==> src/rtl/nibble_op_decoder.sv <==
module nibble_op_decoder (
  input  logic        clk,
  input  logic        rst_n,
  input  logic [7:0]  byte_i,
  input  logic        byte_valid_i,
  output logic [3:0]  cls_o,
  output logic [3:0]  opnd_o,
  output logic        two_word_o,
  output logic [1:0]  cycles_o,
  output logic        pend_o,
  output logic        done_o,
  output logic [7:0]  word2_o,
  output logic [11:0] addr_o
);

  localparam logic [3:0] C_OTHER = 4'd0;
  localparam logic [3:0] C_JCOND = 4'd1;
  localparam logic [3:0] C_FIND  = 4'd2;
  localparam logic [3:0] C_JIND  = 4'd3;
  localparam logic [3:0] C_JUMP  = 4'd4;
  localparam logic [3:0] C_CALL  = 4'd5;
  localparam logic [3:0] C_ISZ   = 4'd6;
  localparam logic [3:0] C_XCH   = 4'd7;
  localparam logic [3:0] C_RETLD = 4'd8;

  logic [3:0] hi, lo;
  logic [3:0] d_cls, d_opnd;
  logic       d_two;
  logic [1:0] d_cyc;

  assign hi = byte_i[7:4];
  assign lo = byte_i[3:0];

  always_comb begin
    d_opnd = lo;
    d_two  = 1'b0;
    d_cyc  = 2'd1;
    unique case (hi)
      4'h1: begin d_cls = C_JCOND; d_two = 1'b1; d_cyc = 2'd2; end
      4'h3: begin
        d_opnd = {1'b0, lo[3:1]};
        if (lo[0]) d_cls = C_JIND;
        else begin d_cls = C_FIND; d_cyc = 2'd2; end
      end
      4'h4: begin d_cls = C_JUMP; d_two = 1'b1; d_cyc = 2'd2; end
      4'h5: begin d_cls = C_CALL; d_two = 1'b1; d_cyc = 2'd2; end
      4'h7: begin d_cls = C_ISZ;  d_two = 1'b1; d_cyc = 2'd2; end
      4'hB: d_cls = C_XCH;
      4'hC: d_cls = C_RETLD;
      default: d_cls = C_OTHER;
    endcase
  end

  always_ff @(posedge clk) begin
    if (!rst_n) begin
      cls_o      <= C_OTHER;
      opnd_o     <= 4'h0;
      two_word_o <= 1'b0;
      cycles_o   <= 2'd0;
      pend_o     <= 1'b0;
      done_o     <= 1'b0;
      word2_o    <= 8'h00;
    end else begin
      done_o <= 1'b0;
      if (byte_valid_i) begin
        if (pend_o) begin
          word2_o <= byte_i;
          pend_o  <= 1'b0;
          done_o  <= 1'b1;
        end else begin
          cls_o      <= d_cls;
          opnd_o     <= d_opnd;
          two_word_o <= d_two;
          cycles_o   <= d_cyc;
          pend_o     <= d_two;
          done_o     <= !d_two;
        end
      end
    end
  end

  assign addr_o = {((cls_o == C_JUMP) || (cls_o == C_CALL)) ? opnd_o : 4'h0, word2_o};

endmodule

==> config.mk <==
export PLATFORM = sky130hd
export DESIGN_NAME = nibble_op_decoder
export DESIGN_NICKNAME = d
export VERILOG_FILES = /design/src/rtl/nibble_op_decoder.sv
export SDC_FILE = /design/constraint.sdc
export NUM_CORES = 1
export LEC_CHECK = 0
export ABC_AREA = 1
export BUFFER_PORTS_ARGS = -buffer_cell sky130_fd_sc_hd__clkbuf_2
export CAP_MARGIN = 20
export CORE_UTILIZATION = 45
export CTS_CLUSTER_SIZE = 20
export DETAILED_ROUTE_END_ITERATION = 7
export HOLD_SLACK_MARGIN = 0.03
export PLACE_DENSITY = 0.75
export SLEW_MARGIN = 0
export SYNTH_ARGS = -nofsm -noshare
export SYNTH_HDL_FRONTEND = slang
export SYNTH_SLANG_ARGS = --single-unit
==> constraint.sdc <==
create_clock -name clk -period 1.19 [get_ports clk]
set_input_delay 0.0595 -clock clk [delete_from_list [all_inputs] [get_ports clk]]
set_output_delay 0.0595 -clock clk [all_outputs]
set_load 0.005 [all_outputs]
==> flow_metrics.env, run 1 <==
export IMPL_run_status="finished clean"
export IMPL_route_vias_total=973
export IMPL_max_clock_freq_mhz=887
export IMPL_core_area_um2=2000
export IMPL_cts_root_buffer="clkbuf_4"
export IMPL_first_iter_violations=26
export IMPL_report_final_hold_viol_count=0
export IMPL_vias_per_cell=4.72
export IMPL_port_buffers=43
export IMPL_clk_insertion_delay_late_ns=0.30
export IMPL_setup_worst_path_start_class="register"
export IMPL_clockBufferDepth=2
export IMPL_total_leakage_power_nw=0.644
export IMPL_ys_async_sr_fraction=0
export IMPL_fin_nets=191
export IMPL_route_detailed_drc=0
export IMPL_syn_cell_area_um2=987
export IMPL_tritoncts_num_buffers=3
export IMPL_synth_area_leaders="dfxtp_1 (43%), nand2_1 (10%), nor2_1 (8.0%)"
export IMPL_mappedNetlistNets=150
export IMPL_wl_met2_um=1020
export IMPL_grt_overflow_total=0
export IMPL_setup_violations_final=0
export IMPL_fillerInstances=200
export IMPL_critPathMostFrequentCell="nor2_2"
export IMPL_cpMaxStageDelayCell="dfxtp_2"
export IMPL_reg2reg_depth=5
export IMPL_die_height_um=48.8
export IMPL_ant_nets=0
export IMPL_cts_sink_count=21
export IMPL_worstSetupPathDepth=4
export IMPL_htree_levels=1
export IMPL_worst_r2r_setup_slack_ns=0.15
export IMPL_m1WireLength_um=975
export IMPL_max_cap_violations=0
export IMPL_crit_path_end_kind="primary output"
export IMPL_irDropWorstVdd_uv=725
export IMPL_regToRegStartpoint="pend_o"
export IMPL_synthDistinctLibCells=20
export IMPL_maximum_number_of_pins_on_one_net_before_global_route_repair=13
export IMPL_critical_path_arrival_ns=1.07
export IMPL_effective_utilization_at_floorplan=0.493
export IMPL_cp_buffers_inverters=1
export IMPL_r2r_end="opnd_o[0]"
export IMPL_global_route_usage_total=0.193
export IMPL_synth_seq_area_share=0.426
export IMPL_slew_headroom=0.825
export IMPL_clkSlewWorstSetupHoldPaths_ns=0.12
export IMPL_die_area_um2=2380
export IMPL_slew_violations=0
export IMPL_synth_simple_area_share=0.256
export IMPL_n_antenna_cell=0
export IMPL_fin_worst_skew_ns=0.0106
export IMPL_synth_compound_area_share=0.157
export IMPL_area_growth_synth_to_final_pct=24.1
export IMPL_min_path_type="input pin to register"
export IMPL_synth_top_family_by_area="simple AND/OR/NAND/NOR gates"
export IMPL_finalCritPeriodShare=0.947
export IMPL_shortest_clock_period_the_worst_path_allows_after_layout_ns=1.13
export IMPL_place_detailed_hpwl_um=1650
export IMPL_placed_cells_incl_taps=200
export IMPL_tritoncts="yes"
export IMPL_power_density_cell_area_nw_per_um2=1080
export IMPL_worst_path_required_ns=1.13
export IMPL_global_route_wire_length_before_repair_um=3550
export IMPL_number_of_enable_flip_flop_cells_after_synthesis=0
export IMPL_yosys_warnings=0
export IMPL_hold_path_endpoint="done_o"
export IMPL_first_global_vias=833
export IMPL_critical_path_max_fanout=4
export IMPL_grt_antenna_before_repair=0
export IMPL_worstPathCellList="nor2_2, nand2_2, nor2_2, clkbuf_2"
export IMPL_floorplan_rows=16
export IMPL_synth_xor_xnor_area_share=0
export IMPL_synth_ff_type="dfxtp_1"
export IMPL_route_top_layer_used="met4"
export IMPL_postSynthAreaPerCell_um2=7.10
export IMPL_timing_worst_slew_pin_value_ns=0.260
export IMPL_multi_input_comb_area_um2=418
export IMPL_power_total_w=0.00133
export IMPL_slowest_delay_ns=0.36
export IMPL_regArea_um2=424
export IMPL_critical_path_class="register to primary output"
export IMPL_place_gp_congestion=0.815
export IMPL_synth_top_cell_area_share=0.426
export IMPL_routed_wire_length_per_instance_um=10.3
export IMPL_first_pass_iters=4
export IMPL_hold_path_startpoint="byte_valid_i"
export IMPL_number_of_storage_elements_in_the_synthesis_netlist=21
export IMPL_finish_cell_count_without_fillers=206
export IMPL_met3RoutedLength_um=98
export IMPL_synth_adder_area_share=0
export IMPL_largest_area_contributor_in_the_netlist="dfxtp_1"
export IMPL_die_x_um=48.8
export IMPL_min_path_cells=3
export IMPL_fin_setup_tns_ns=0
export IMPL_post_route_cells_drive_above_1_share=0.380
export IMPL_rsz0062_at_grt="yes"
export IMPL_syn_inst=139
export IMPL_detail_route_wirelength_um=2120
export IMPL_io_pins=44
export IMPL_critPathTopFamily="flip-flops"
export IMPL_post_cts_buffers=0
export IMPL_post_synth_mux_area_share=0
export IMPL_fin_worst_hold_slack_ns=0.0444
-- how the worst max path moves through the flow --
stage / to / slack (ns) / start
global route: addr_o[8] / -0.04 / cls_o[3]
CTS: addr_o[11] / 0.03 / cls_o[3]
finish: addr_o[8] / 0.06 / cls_o[3]
global placement: opnd_o[2] / 0.19 / pend_o
detailed placement: word2_o[4] / 0.13 / pend_o
floorplan: opnd_o[0] / 0.25 / pend_o
-- stage by stage --
stage | utilization | setup slack [ns] | area, µm²
6_report | 0.612 | 0.0626 | 1220
5_1_grt | 0.612 | -0.0356 | 1220
4_1_cts | 0.605 | 0.0253 | 1210
3_5_place_dp | 0.581 | 0.130 | 1160
3_3_place_gp | 0.581 | 0.188 | 1160
2_1_floorplan | - | 0.254 | 987
-- worst register-to-register path, cell delays in order, from the launching register on --
cell and delay [ns]:
dfxtp_2 0.38, nor2_4 0.18, buf_4 0.20, nand3_1 0.09, nand2_1 0.06, inv_1 0.04
-- where the power goes --
part	internal, W	switching, W	leakage [nW]	total (W)
combinational	0.0000956	0.000130	0.453	0.000226
clock	0.000125	0.000211	0.0177	0.000336
sequential	0.000741	0.0000251	0.173	0.000766
-- state kept, by name, summed over array words and instances (netlist names) --
register    flops
cycles_o        2
pend_o          1
done_o          1
opnd_o          4
cls_o           4
two_word_o      1
word2_o         8
-- cells in the final DEF (no fill, tap or decap), drive strengths merged --
cell         count
nand4            1
o21ai           13
nor3             1
a21oi           15
dfxtp           21
nand3            5
clkinv           2
clkbuf          45
buf              3
nor2            23
inv             18
nand2           30
dlygate4sd3      2
-- Yosys cell counts (2+ instances only) --
cell type	count
o21ai_0	10
nand2_1	27
nor2_1	21
a21oi_1	13
nand3_1	5
inv_1	15
a21oi_2	2
o21ai_2	2
nand2_2	3
buf_6	2
dfxtp_1	21
inv_2	3
buf_4	8
-- area by class of cell --
| type | count | area share |
|---|---|---|
| clock buffer | 3 | 0.0184 |
| clock inverter | 1 | 0.00409 |
| inverter | 19 | 0.0582 |
| multi-input combinational | 88 | 0.341 |
| sequential | 21 | 0.346 |
| tap | 27 | 0.0276 |
| timing repair buffer | 47 | 0.204 |
-- logic make-up after synthesis --
group / Yosys count
buffers and inverters: 30
DFF: 21
AOI/OAI and AO/OA: 28
and+or+nand+nor: 60
-- metal layers --
layer / vias to the layer above / global-route usage
met5: - / 0
met4: 0 / 0.0882
met3: 4 / 0.0436
met2: 32 / 0.315
met1: 430 / 0.242
li1: 507 / -
-- timing repair --
item                                   in CTS  in global routing
setup endpoints to repair                   0                  5
endpoints found under the hold margin       2                  0
hold buffers                                2                  0
gates resized for setup                     0                  8
No activity file was read; power rests on OpenSTA's default activity.
==> run 2, diff against run 1 <==
Settings changed: ABC_AREA 1 to not set.
==> run 2 against run 1 <==
  * Global-route usage grew 0.79 points
  * Critical endpoint is now addr_o[10]
  * Total power hardly changed
  * Combinational power about the same
  * Final area grew 4.0%
==> flow_metrics.env, run 2 <==
export IMPL_n_antenna_cell=0
export IMPL_detail_route_wirelength_um=2200
export IMPL_clockBufferDepth=2
export IMPL_largest_register_ffs=8
export IMPL_floorplan_rows=16
export IMPL_effective_utilization_at_floorplan=0.492
export IMPL_clk_network_pwr_share=0.258
export IMPL_most_common_layout_cells="clkbuf_2 (43), dfxtp_1 (20), nand2_1 (16)"
export IMPL_fin_setup_tns_ns=0
export IMPL_die_height_um=48.8
export IMPL_slew_violations=0
export IMPL_htree_levels=1
export IMPL_io_pins=44
export IMPL_first_iter_violations=18
export IMPL_slowest_delay_ns=0.36
export IMPL_core_area_um2=2000
export IMPL_finalCoreUtilization=0.636
export IMPL_largest_registers="word2_o: 8 flops, cls_o: 4 flops, opnd_o: 4 flops"
export IMPL_cts_sink_count=21
export IMPL_fillerInstances=193
export IMPL_cpMaxStageDelayCell="dfxtp_2"
export IMPL_die_x_um=48.8
export IMPL_worstPathCellList="nor2_4, and3_1, clkbuf_2"
export IMPL_grt_antenna_before_repair=0
export IMPL_slew_headroom=0.769
export IMPL_number_of_storage_elements_in_the_synthesis_netlist=21
export IMPL_reg2reg_depth=5
export IMPL_fin_worst_skew_ns=0.00795
export IMPL_place_gp_congestion=0.843
export IMPL_critical_path_class="register to primary output"
export IMPL_worst_path_required_ns=1.13
export IMPL_largest_area_contributor_in_the_netlist="dfxtp_1"
export IMPL_tritoncts_num_buffers=3
export IMPL_yosys_top_cells_count="dfxtp_1 (21), nand2_1 (16), a21boi_0 (10), nand3_1 (10), buf_4 (8)"
export IMPL_synth_top_cell_area_share=0.427
export IMPL_p_int_w=0.000974
export IMPL_worstSetupPathDepth=3
export IMPL_hold_path_startpoint="byte_i[6]"
export IMPL_max_cap_violations=0
export IMPL_clkSlewWorstSetupHoldPaths_ns=0.12
export IMPL_placement_setup_worst_slack_ns=0.0915
export IMPL_power_density_cell_area_nw_per_um2=1040
export IMPL_biggest_register="word2_o"
export IMPL_yosysMostFrequentCell="dfxtp_1"
export IMPL_route_vias_total=949
export IMPL_routed_wire_length_per_instance_um=12.0
export IMPL_yosys_warnings=0
export IMPL_syn_cell_area_um2=985
export IMPL_final_area_um2=1270
export IMPL_seq_power_share=0.571
export IMPL_min_path_cells=3
export IMPL_die_area_um2=2380
export IMPL_port_buffers=43
export IMPL_global_route_wire_length_before_repair_um=3740
export IMPL_finalCritPeriodShare=0.945
export IMPL_power_share_combinational=0.172
export IMPL_report_final_hold_viol_count=0
export IMPL_area_growth_synth_to_final_pct=29.4
export IMPL_vias_per_cell=5.16
export IMPL_multi_input_comb_area_um2=477
export IMPL_route_detailed_drc=0
export IMPL_global_route_usage_total=0.201
export IMPL_ant_nets=0
export IMPL_number_of_enable_flip_flop_cells_after_synthesis=0
export IMPL_min_path_type="input pin to register"
export IMPL_critPathTopFamily="flip-flops"
export IMPL_postSynthAreaPerCell_um2=8.56
export IMPL_mappedNetlistNets=126
export IMPL_place_detailed_hpwl_um=1610
export IMPL_switch_pwr_w=0.000353
export IMPL_setup_worst_path_start_class="register"
export IMPL_critical_path_arrival_ns=1.06
export IMPL_total_leakage_power_nw=0.608
export IMPL_syn_inst=115
export IMPL_synthDistinctLibCells=30
export IMPL_synth_ff_type="dfxtp_1"
export IMPL_timing_worst_slew_pin_value_ns=0.346
export IMPL_synth_area_leaders="dfxtp_1 (43%), a21boi_0 (7.6%), buf_4 (6.1%)"
export IMPL_first_pass_iters=5
export IMPL_tritoncts="yes"
export IMPL_fin_ws_ns=0.0657
export IMPL_regToRegStartpoint="pend_o"
export IMPL_crit_start="cls_o[1]"
export IMPL_shortest_clock_period_the_worst_path_allows_after_layout_ns=1.12
export IMPL_fin_nets=169
export IMPL_crit_path_end_kind="primary output"
export IMPL_max_clock_freq_mhz=889
export IMPL_first_global_vias=849
export IMPL_setup_violations_final=0
export IMPL_run_status="finished clean"
export IMPL_irDropWorstVdd_uv=919
export IMPL_p_sw_frac=0.266
export IMPL_rsz0062_at_grt="no"
export IMPL_post_route_cells_drive_above_1_share=0.389
export IMPL_maximum_number_of_pins_on_one_net_before_global_route_repair=23
export IMPL_regArea_um2=422
export IMPL_grt_overflow_total=0
export IMPL_cp_buffers_inverters=1
export IMPL_critical_path_max_fanout=4
export IMPL_ys_async_sr_fraction=0
export IMPL_clk_insertion_delay_late_ns=0.31
export IMPL_layout_commonest_cell="clkbuf_2"
export IMPL_cts_root_buffer="clkbuf_4"
export IMPL_placement_cell_area_um2=1210
export IMPL_synth_seq_area_share=0.427
export IMPL_power_total_w=0.00133
-- run 2: cell count changes in the layout (fill, tap and decap cells not counted), moves of 4 or more --
cell / change
a21boi_0: +10
nand2b_1: +4
a21oi_1: -8
inv_1: -14
nor2_1: -17
nand2_1: -10
and3_1: +4
mux2i_1: +4
buf_4: +4
o21ai_0: -5
nand3_1: +5
nand2_2: -4
-- run 2: logic make-up after synthesis --
logic type | Yosys count | share of synthesized area
compound gates | 27 | 0.183
buf+inv | 16 | 0.0966
mux | 4 | 0.0407
flops | 21 | 0.427
simple gates | 47 | 0.253
-- run 2: worst register-to-register path, cell delays in order, from the launching register on --
cell	delay, ns
dfxtp_1	0.37
and2b_1	0.22
buf_12	0.14
o21ai_2	0.06
nor2_2	0.05
o21a_1	0.18
-- run 2: repair_timing --
item / CTS / global route
endpoints found under the setup margin: 4 / 4
gates resized for setup: 1 / 2
hold buffers: 3 / 0
pin swaps: 0 / 1
endpoints found under the hold margin: 3 / 0
buffers inserted: 0 / 0
-- run 2: metal layers --
layer  GRT usage  share of wire  vias to the layer above
li1            -              -                      476
met1       0.238           0.46                      420
met2       0.336           0.44                       40
met3      0.0467          0.060                       13
met4       0.108          0.037                        0
met5           0              0                        -
-- run 2: worst paths after layout --
path / slack, ns / end
worst max register to register: 0.07 / cycles_o[0]
worst min register to register: 0.47 / two_word_o
worst max-delay path: 0.07 / addr_o[10]
worst min-delay path: 0.06 / word2_o[6]
-- run 2: layout make-up --
| class | instances | share of cell area |
|---|---|---|
| well taps | 27 | 0.0265 |
| clock inverters | 1 | 0.00393 |
| repair buffers | 53 | 0.244 |
| inverters | 1 | 0.00295 |
| multi-input cells | 78 | 0.374 |
| clock buffers | 3 | 0.0177 |
| flip-flops and latches | 21 | 0.331 |
-- run 2: power groups by stage --
stage,clock (W),combinational (W),sequential (W)
floorplan,0,0.000112,0.000773
global placement,0,0.000212,0.000770
detailed placement,0,0.000215,0.000773
CTS,0.000356,0.000226,0.000757
global route,0.000391,0.000251,0.000762
finish,0.000342,0.000228,0.000757
-- run 2: through the flow --
step	std cells	hold WS, ns
2_1_floorplan	115	0.195
3_3_place_gp	177	0.356
3_5_place_dp	177	0.359
4_1_cts	184	0.0621
5_1_grt	184	0.0592
6_report	184	0.0628
